===== config.mk =====
export PLATFORM = sky130hd
export DESIGN_NAME = nand_seq
export DESIGN_NICKNAME = d
export VERILOG_FILES = /design/src/rtl/nand_seq_pkg.sv /design/src/rtl/nand_step_ctr.sv /design/src/rtl/nand_addr_fmt.sv /design/src/rtl/nand_seq.sv
export SDC_FILE = /design/constraint.sdc
export NUM_CORES = 1
export LEC_CHECK = 0
export ABC_AREA = 1
export ABC_CLOCK_PERIOD_IN_PS = 1650
export BUFFER_PORTS_ARGS = -buffer_cell sky130_fd_sc_hd__buf_4
export CAP_MARGIN = 20
export CORE_MARGIN = 8
export CORE_UTILIZATION = 53
export DETAILED_ROUTE_END_ITERATION = 8
export PLACE_DENSITY = 0.81
export SYNTH_ARGS = -nofsm -noshare
export SYNTH_HDL_FRONTEND = slang
export SYNTH_SLANG_ARGS = --single-unit

===== constraint.sdc =====
create_clock -name clk -period 1.65 [get_ports clk]
set_input_delay 0.165 -clock clk [delete_from_list [all_inputs] [get_ports clk]]
set_output_delay 0.165 -clock clk [all_outputs]
set_load 0.03 [all_outputs]

===== src/rtl/nand_seq_pkg.sv =====
package nand_seq_pkg;

  typedef enum logic [1:0] {
    OP_READ  = 2'd0,
    OP_PROG  = 2'd1,
    OP_ERASE = 2'd2,
    OP_NONE  = 2'd3
  } op_e;

  typedef enum logic [3:0] {
    S_IDLE, S_CMD1, S_ADDR, S_CMD2, S_PCMD, S_PRD, S_RECMD, S_DATA, S_DONE
  } st_e;

  localparam int        AW        = 40;
  localparam logic [7:0] C_RD_A   = 8'h00;
  localparam logic [7:0] C_RD_B   = 8'h30;
  localparam logic [7:0] C_PG_A   = 8'h80;
  localparam logic [7:0] C_PG_B   = 8'h10;
  localparam logic [7:0] C_ER_A   = 8'h60;
  localparam logic [7:0] C_ER_B   = 8'hD0;
  localparam logic [7:0] C_STAT   = 8'h70;
  localparam int        RDY_BIT   = 6;
  localparam int        FAIL_BIT  = 0;

  // device byte address from block and page indices
  function automatic logic [AW-1:0] byte_addr(logic [AW-1:0] blk, logic [AW-1:0] pg,
                                               int bsh, int psh);
    return (blk << bsh) + (pg << psh);
  endfunction

  // one address-cycle byte; erase uses row-only cycles
  function automatic logic [7:0] addr_cycle(logic [AW-1:0] a, logic [2:0] idx, logic erase);
    logic [AW-1:0] row;
    row = a >> 11;
    if (erase) begin
      case (idx)
        3'd0:    return row[7:0];
        3'd1:    return row[15:8];
        default: return row[23:16];
      endcase
    end else begin
      case (idx)
        3'd0:    return a[7:0];
        3'd1:    return {5'b0, a[10:8]};
        3'd2:    return a[18:11];
        3'd3:    return a[26:19];
        default: return {7'b0, a[27]};
      endcase
    end
  endfunction

  function automatic logic [7:0] first_cmd(op_e op);
    case (op)
      OP_PROG:  return C_PG_A;
      OP_ERASE: return C_ER_A;
      default:  return C_RD_A;
    endcase
  endfunction

  function automatic logic [7:0] second_cmd(op_e op);
    case (op)
      OP_PROG:  return C_PG_B;
      OP_ERASE: return C_ER_B;
      default:  return C_RD_B;
    endcase
  endfunction

endpackage


===== src/rtl/nand_step_ctr.sv =====
module nand_step_ctr #(
  parameter int LIMIT = 5,
  localparam int CW = (LIMIT > 1) ? $clog2(LIMIT) : 1
) (
  input  logic          clk,
  input  logic          rst_n,
  input  logic          clear_i,
  input  logic          step_i,
  output logic [CW-1:0] cnt_o,
  output logic          last_o
);

  logic [CW-1:0] cnt;

  always_ff @(posedge clk or negedge rst_n) begin
    if (!rst_n)       cnt <= '0;
    else if (clear_i) cnt <= '0;
    else if (step_i)  cnt <= cnt + 1'b1;
  end

  assign cnt_o  = cnt;
  assign last_o = (cnt == CW'(LIMIT - 1));


  ctr_in_range_chk: assert property (@(posedge clk) disable iff (!rst_n)
    cnt <= CW'(LIMIT - 1));

endmodule


===== src/rtl/nand_addr_fmt.sv =====
module nand_addr_fmt
  import nand_seq_pkg::*;
#(
  parameter int BLK_W     = 11,
  parameter int PG_W      = 6,
  parameter int BLK_SHIFT = 17,
  parameter int PG_SHIFT  = 11
) (
  input  logic [BLK_W-1:0] blk_i,
  input  logic [PG_W-1:0]  pg_i,
  input  logic [2:0]       idx_i,
  input  logic             erase_i,
  output logic [7:0]       byte_o,
  output logic             last_o
);

  logic [AW-1:0] dev_addr;

  assign dev_addr = byte_addr(AW'(blk_i), AW'(pg_i), BLK_SHIFT, PG_SHIFT);
  assign byte_o   = addr_cycle(dev_addr, idx_i, erase_i);
  assign last_o   = erase_i ? (idx_i == 3'd2) : (idx_i == 3'd4);

endmodule


===== src/rtl/nand_seq.sv =====
module nand_seq
  import nand_seq_pkg::*;
#(
  parameter int BLK_W       = 11,
  parameter int PG_W        = 6,
  parameter int BLK_SHIFT   = 17,
  parameter int PG_SHIFT    = 11,
  parameter int MAIN_WORDS  = 1024,
  parameter int SPARE_WORDS = 32,
  parameter int RETRY_MAX   = 1000
) (
  input  logic             clk,
  input  logic             rst_n,
  input  logic             start_i,
  input  logic [1:0]       op_i,
  input  logic [BLK_W-1:0] blk_i,
  input  logic [PG_W-1:0]  pg_i,
  output logic             busy_o,
  output logic             done_o,
  output logic             timeout_o,
  output logic             fail_o,
  output logic             cmd_strb_o,
  output logic             addr_strb_o,
  output logic             wdata_strb_o,
  output logic             rdata_strb_o,
  output logic [15:0]      bus_dout_o,
  input  logic [15:0]      bus_din_i,
  input  logic [15:0]      wr_word_i,
  output logic             wr_take_o,
  output logic             rd_valid_o,
  output logic [15:0]      rd_word_o
);

  localparam int TOTAL_WORDS = MAIN_WORDS + SPARE_WORDS;
  localparam int ADDR_CYC    = 5;
  localparam int ACW = $clog2(ADDR_CYC);
  localparam int PCW = (RETRY_MAX > 1)   ? $clog2(RETRY_MAX)   : 1;
  localparam int WCW = (TOTAL_WORDS > 1) ? $clog2(TOTAL_WORDS) : 1;

  st_e              st, st_nx;
  op_e              op_q;
  logic [BLK_W-1:0] blk_q;
  logic [PG_W-1:0]  pg_q;
  logic             tmo_q, fail_q;

  // named internal events
  logic acc_evt, poll_rdy, poll_miss, poll_expire;
  logic addr_last, word_last, poll_last;
  logic [ACW-1:0] addr_idx;
  logic [PCW-1:0] poll_cnt;
  logic [WCW-1:0] word_cnt;
  logic [7:0]     addr_byte;
  logic           in_addr, in_data;

  assign acc_evt     = (st == S_IDLE) && start_i && (op_e'(op_i) != OP_NONE);
  assign poll_rdy    = (st == S_PRD) &&  bus_din_i[RDY_BIT];
  assign poll_miss   = (st == S_PRD) && !bus_din_i[RDY_BIT];
  assign poll_expire = poll_miss && poll_last;
  assign in_addr     = (st == S_ADDR);
  assign in_data     = (st == S_DATA);

  nand_step_ctr #(.LIMIT(ADDR_CYC)) u_addr_ctr (
    .clk(clk), .rst_n(rst_n),
    .clear_i(acc_evt || (in_addr && addr_last)),
    .step_i(in_addr), .cnt_o(addr_idx), .last_o()
  );

  nand_step_ctr #(.LIMIT(RETRY_MAX)) u_poll_ctr (
    .clk(clk), .rst_n(rst_n),
    .clear_i(acc_evt),
    .step_i(poll_miss && !poll_last), .cnt_o(poll_cnt), .last_o(poll_last)
  );

  nand_step_ctr #(.LIMIT(TOTAL_WORDS)) u_word_ctr (
    .clk(clk), .rst_n(rst_n),
    .clear_i(acc_evt || (in_data && word_last)),
    .step_i(in_data), .cnt_o(word_cnt), .last_o(word_last)
  );

  nand_addr_fmt #(
    .BLK_W(BLK_W), .PG_W(PG_W), .BLK_SHIFT(BLK_SHIFT), .PG_SHIFT(PG_SHIFT)
  ) u_addr_fmt (
    .blk_i(blk_q), .pg_i(pg_q), .idx_i(addr_idx),
    .erase_i(op_q == OP_ERASE), .byte_o(addr_byte), .last_o(addr_last)
  );

  always_comb begin
    st_nx = st;
    case (st)
      S_IDLE:  if (acc_evt) st_nx = S_CMD1;
      S_CMD1:  st_nx = S_ADDR;
      S_ADDR:  if (addr_last) st_nx = (op_q == OP_PROG) ? S_DATA : S_CMD2;
      S_CMD2:  st_nx = S_PCMD;
      S_PCMD:  st_nx = S_PRD;
      S_PRD: begin
        if (poll_rdy)         st_nx = (op_q == OP_READ) ? S_RECMD : S_DONE;
        else if (poll_last)   st_nx = S_DONE;
        else                  st_nx = S_PCMD;
      end
      S_RECMD: st_nx = S_DATA;
      S_DATA:  if (word_last) st_nx = (op_q == OP_PROG) ? S_CMD2 : S_DONE;
      S_DONE:  st_nx = S_IDLE;
      default: st_nx = S_IDLE;
    endcase
  end

  always_ff @(posedge clk or negedge rst_n) begin
    if (!rst_n) begin
      st     <= S_IDLE;
      op_q   <= OP_READ;
      blk_q  <= '0;
      pg_q   <= '0;
      tmo_q  <= 1'b0;
      fail_q <= 1'b0;
    end else begin
      st <= st_nx;
      if (acc_evt) begin
        op_q   <= op_e'(op_i);
        blk_q  <= blk_i;
        pg_q   <= pg_i;
        tmo_q  <= 1'b0;
        fail_q <= 1'b0;
      end
      if (poll_expire) tmo_q <= 1'b1;
      if (poll_rdy && op_q != OP_READ) fail_q <= bus_din_i[FAIL_BIT];
    end
  end

  assign cmd_strb_o   = (st == S_CMD1) || (st == S_CMD2) || (st == S_PCMD) || (st == S_RECMD);
  assign addr_strb_o  = in_addr;
  assign wdata_strb_o = in_data && (op_q == OP_PROG);
  assign rdata_strb_o = (st == S_PRD) || (in_data && op_q == OP_READ);

  always_comb begin
    case (st)
      S_CMD1:  bus_dout_o = {8'h00, first_cmd(op_q)};
      S_CMD2:  bus_dout_o = {8'h00, second_cmd(op_q)};
      S_PCMD:  bus_dout_o = {8'h00, C_STAT};
      S_RECMD: bus_dout_o = {8'h00, C_RD_A};
      S_ADDR:  bus_dout_o = {8'h00, addr_byte};
      S_DATA:  bus_dout_o = (op_q == OP_PROG) ? wr_word_i : 16'h0000;
      default: bus_dout_o = 16'h0000;
    endcase
  end

  assign wr_take_o  = wdata_strb_o;
  assign rd_valid_o = in_data && (op_q == OP_READ);
  assign rd_word_o  = bus_din_i;
  assign busy_o     = (st != S_IDLE);
  assign done_o     = (st == S_DONE);
  assign timeout_o  = tmo_q;
  assign fail_o     = fail_q;


  one_strobe_chk: assert property (@(posedge clk) disable iff (!rst_n)
    $onehot0({cmd_strb_o, addr_strb_o, wdata_strb_o, rdata_strb_o}));


  done_pulse_chk: assert property (@(posedge clk) disable iff (!rst_n)
    done_o |=> (!done_o && !busy_o));


  start_busy_ignored_chk: assert property (@(posedge clk) disable iff (!rst_n)
    (busy_o && start_i) |=> ($stable(op_q) && $stable(blk_q) && $stable(pg_q)));


  read_never_fails_chk: assert property (@(posedge clk) disable iff (!rst_n)
    (done_o && op_q == OP_READ) |-> !fail_o);


  ready_not_timeout_chk: assert property (@(posedge clk) disable iff (!rst_n)
    poll_rdy |=> !timeout_o);


  expire_at_budget_chk: assert property (@(posedge clk) disable iff (!rst_n)
    poll_expire |-> (poll_cnt == PCW'(RETRY_MAX - 1)));


  erase_three_cycles_chk: assert property (@(posedge clk) disable iff (!rst_n)
    (addr_strb_o && op_q == OP_ERASE) |-> (addr_idx < ACW'(3)));


  data_after_reissue_chk: assert property (@(posedge clk) disable iff (!rst_n)
    $rose(rd_valid_o) |-> ($past(cmd_strb_o) && $past(bus_dout_o) == 16'h0000));


  take_only_program_chk: assert property (@(posedge clk) disable iff (!rst_n)
    wr_take_o |-> (op_q == OP_PROG && word_cnt < WCW'(TOTAL_WORDS)));

endmodule


==> summary.md <==
| Metric | Value |
|---|---|
| Outcome | `finished with violations` |
| Failing checks | `negative setup slack` |
| Longest Clk Path Bufs | `2` |
| Relative slew slack | `0.573` |
| N_diodes | `0` |
| Startpoint Class | `register` |
| Unique masters post-synth | `38` |
| Complex-gate fraction of the synthesized area | `0.0995` |
| Area contributors post-synth | `dfrtp_1, nand2_1, nand3_1` |
| Max-cap check violation count | `0` |
| DP Worst Slack | `-53.5 ps` |
| CP Max Fanout | `6` |
| Vias in the first global route | `about 3.3k` |
| CP endpoint kind | `output port` |
| VDD IR max | `1.07 mV` |
| Proportion of synthesized area in mux cells | `0` |
| Data required time of the critical path | `1480 ps` |
| Mapped Nets | `between 500 and 600` |
| Hold/Removal Path Class | `input pin to register` |
| Leading area contributor after synthesis | `dfrtp_1` |
| Most common cell in the netlist | `nand2_1` |
| Storage element area | `between 1000 and 1500 sq um` |
| Cells after Synth | `474` |
| Fill count | `between 400 and 500` |
| Initial core utilization | `0.549` |
| Final ANT Viol Nets | `0` |
| DRC viols | `0` |
| Number of synthesized flops with an enable pin | `0` |
| Power Density | `around 1500 nW/um^2` |
| DRT iter0 DRCs | `~320` |
| Crit path kind | `register to output port` |
| HPWL after DPL | `between 6000 and 7000 microns` |
| Hold Vio Cnt, Final | `0` |
| Synthesized cell area | `3510 sq um` |
| Fmax | `just over 500 MHz` |
| Area of the multi-input gates | `roughly 2100 sq um` |
| Synth Area in Simple Gates | `0.369` |
| Tot GR Track Use | `0.191` |
| Share of post-route cells with drive strength above 1 | `0.389` |
| Share of the synthesized area in the top cell type | `0.350` |
| Setup TNS | `-5400 ps` |
| Fraction of registers with async set/reset | `1.00` |
| Synth Area in XOR/XNOR | `0.0150` |
| Die Ht | `roughly 97 microns` |
| Worst Tran Pin Value | `about 640 ps` |
| CTS buffer count | `5` |
| WL/cell | `approximately 16 microns` |
| Seq cells post-synth | `a little under 50` |
| Area Growth Syn to Fin | `34.8%` |
| Core area | `6390 sq um` |
| Register area share after synthesis | `0.350` |
| Fin Clk Skew | `roughly 5.7 ps` |
| Ports | `96` |
| RSZ-0062 raised after global routing | `yes` |
| Syn_area_per_cell | `approximately 7.4 sq um` |
| Port buffer count | `67` |
| Primary FF master, synth | `dfrtp_1` |
| Leakage | `around 2.3 nW` |
| Reg2reg setup slack | `-210 ps` |
| Worst-path clk slew | `around 90 ps` |
| Die X | `approximately 100 microns` |
| Routed vias | `~3.6k` |
| Global route overflow | `0` |
| Adder-cell area share of the yosys netlist | `0.0392` |
| YS warnings | `0` |
| Final setup vio count | `54` |
| Skew-Pair Late Insertion Delay | `roughly 310 ps` |
| Top post-synthesis cells by count | `nand2_1, dfrtp_1, inv_1` |
| Total wire length | `slightly above 10000 microns` |
| Post-layout nets | `between 600 and 700` |
| # rows | `29` |
| Die area | `around 9500 sq um` |
| TritonRoute pass-1 iters | `5` |
| First-pass GRT wire length | `roughly 15000 microns` |
| Root Driver | `clkbuf_8` |
| Final worst slack | `-316 ps` |
| Sink Count | `49` |
| Largest family of logic cells by synthesized area | `simple AND/OR/NAND/NOR gates` |
| GP Congestion | `~0.94` |
| Period utilization | `1.19` |
| Via-per-instance ratio | `roughly 5.6` |
| H-tree levels | `2` |
| WP data arrival | `between 1500 and 2000 ps` |
| Initial antenna violation count | `0` |
| CTS tree | `built` |
| Final Critical Period | `1970 ps` |
| Largest net degree at the start of global routing | `50` |
| Pins Over Slew Limit | `0` |
==> critical path, cell delays in order, from the launching register on <==
cell     delay (ps)
dfrtp_2         450
buf_6           140
nor2_4          160
nand2_4         150
o21ai_0         250
nor2_1          110
nand2_1          90
buf_6           140
==> through the flow <==
step	power [mW]	util	instance area [sq um]	std cells	hold slack (ps)
finish	7.17	0.740	4730	640	54.0
detailed placement	5.18	0.626	4000	605	230
global route	7.60	0.740	4730	640	53.4
floorplan	4.24	-	3510	474	-131
CTS	6.41	0.672	4290	618	45.8
global placement	5.07	0.626	4000	605	223
==> worst paths after layout <==
path                                       start                              end  depth (start not counted)
max                            st[3]$_DFFE_PN0P_                    bus_dout_o[6]                          7
min                                    blk_i[10]            blk_q[10]$_DFFE_PN0P_                          3
max reg2reg                    st[3]$_DFFE_PN0P_  u_addr_ctr.cnt_o[0]$_DFFE_PN0P_                         11
min reg2reg                blk_q[10]$_DFFE_PN0P_            blk_q[10]$_DFFE_PN0P_                          2
max in group asynchronous                  rst_n                st[0]$_DFFE_PN0P_                          2
min in group asynchronous                  rst_n             blk_q[4]$_DFFE_PN0P_                          2
==> cell type report <==
class	instances	area share
timing repair buffer	106	0.201
clock buffer	7	0.0183
timing repair inverter	1	0.00106
sequential	49	0.261
multi-input combinational	342	0.438
tap	77	0.0204
clock inverter	1	0.00635
inverter	57	0.0537
==> flip-flops by register name, summed over array words and instances (netlist names) <==
name / cells
timeout_o: 1
blk_q: 11
fail_o: 1
op_q: 2
u_poll_ctr.cnt_o: 10
pg_q: 6
u_word_ctr.cnt_o: 11
st: 4
u_addr_ctr.cnt_o: 3
==> routing by layer <==
metal / track usage / routed length, microns / vias up
li1: - / - / 1699
met1: 0.234 / 4090 / 1674
met2: 0.313 / 5160 / 194
met3: 0.0441 / 880 / 26
met4: 0.0816 / 257 / 0
met5: 0 / 0 / -
==> report_power, final <==
group	internal [mW]	switching, mW	leakage, nW
registers	1.57	0.282	0.637
clock network	0.495	0.405	0.0585
logic	1.76	2.65	1.64
total	3.83	3.34	2.33
==> cell families (layout without fill, tap and decap cells) <==
logic type,Yosys count,after routing
adder cells (fa/ha/maj),11,11
AO/OA/AOI/OAI,51,51
AND/OR/NAND/NOR,273,274
XOR/XNOR,6,6
flip-flops,49,49
buffers and inverters,84,172
==> layout by cell type (no fill, tap or decap), drive strengths merged <==
cell / n
nand3: 44
nor2: 50
dfrtp: 49
o22ai: 3
buf: 104
clkbuf: 8
nor4: 1
nand4: 16
a21o: 1
o211ai: 2
nand2: 161
o221ai: 12
inv: 53
clkinv: 5
ha: 11
xor2: 3
a21oi: 3
xnor2: 3
o21ai: 30
dlygate4sd3: 1
or2: 1
bufinv: 1
nor3: 1
==> what timing repair did <==
item                       in CTS  in global routing
resized for setup              37                 74
pin swaps                      12                 26
gates cloned                    1                  2
hold endpoints to repair       49                  0
buffers inserted                3                 21
hold buffers                    1                  0
setup endpoints to repair      20                 29
(Power assumes the default switching activity.)
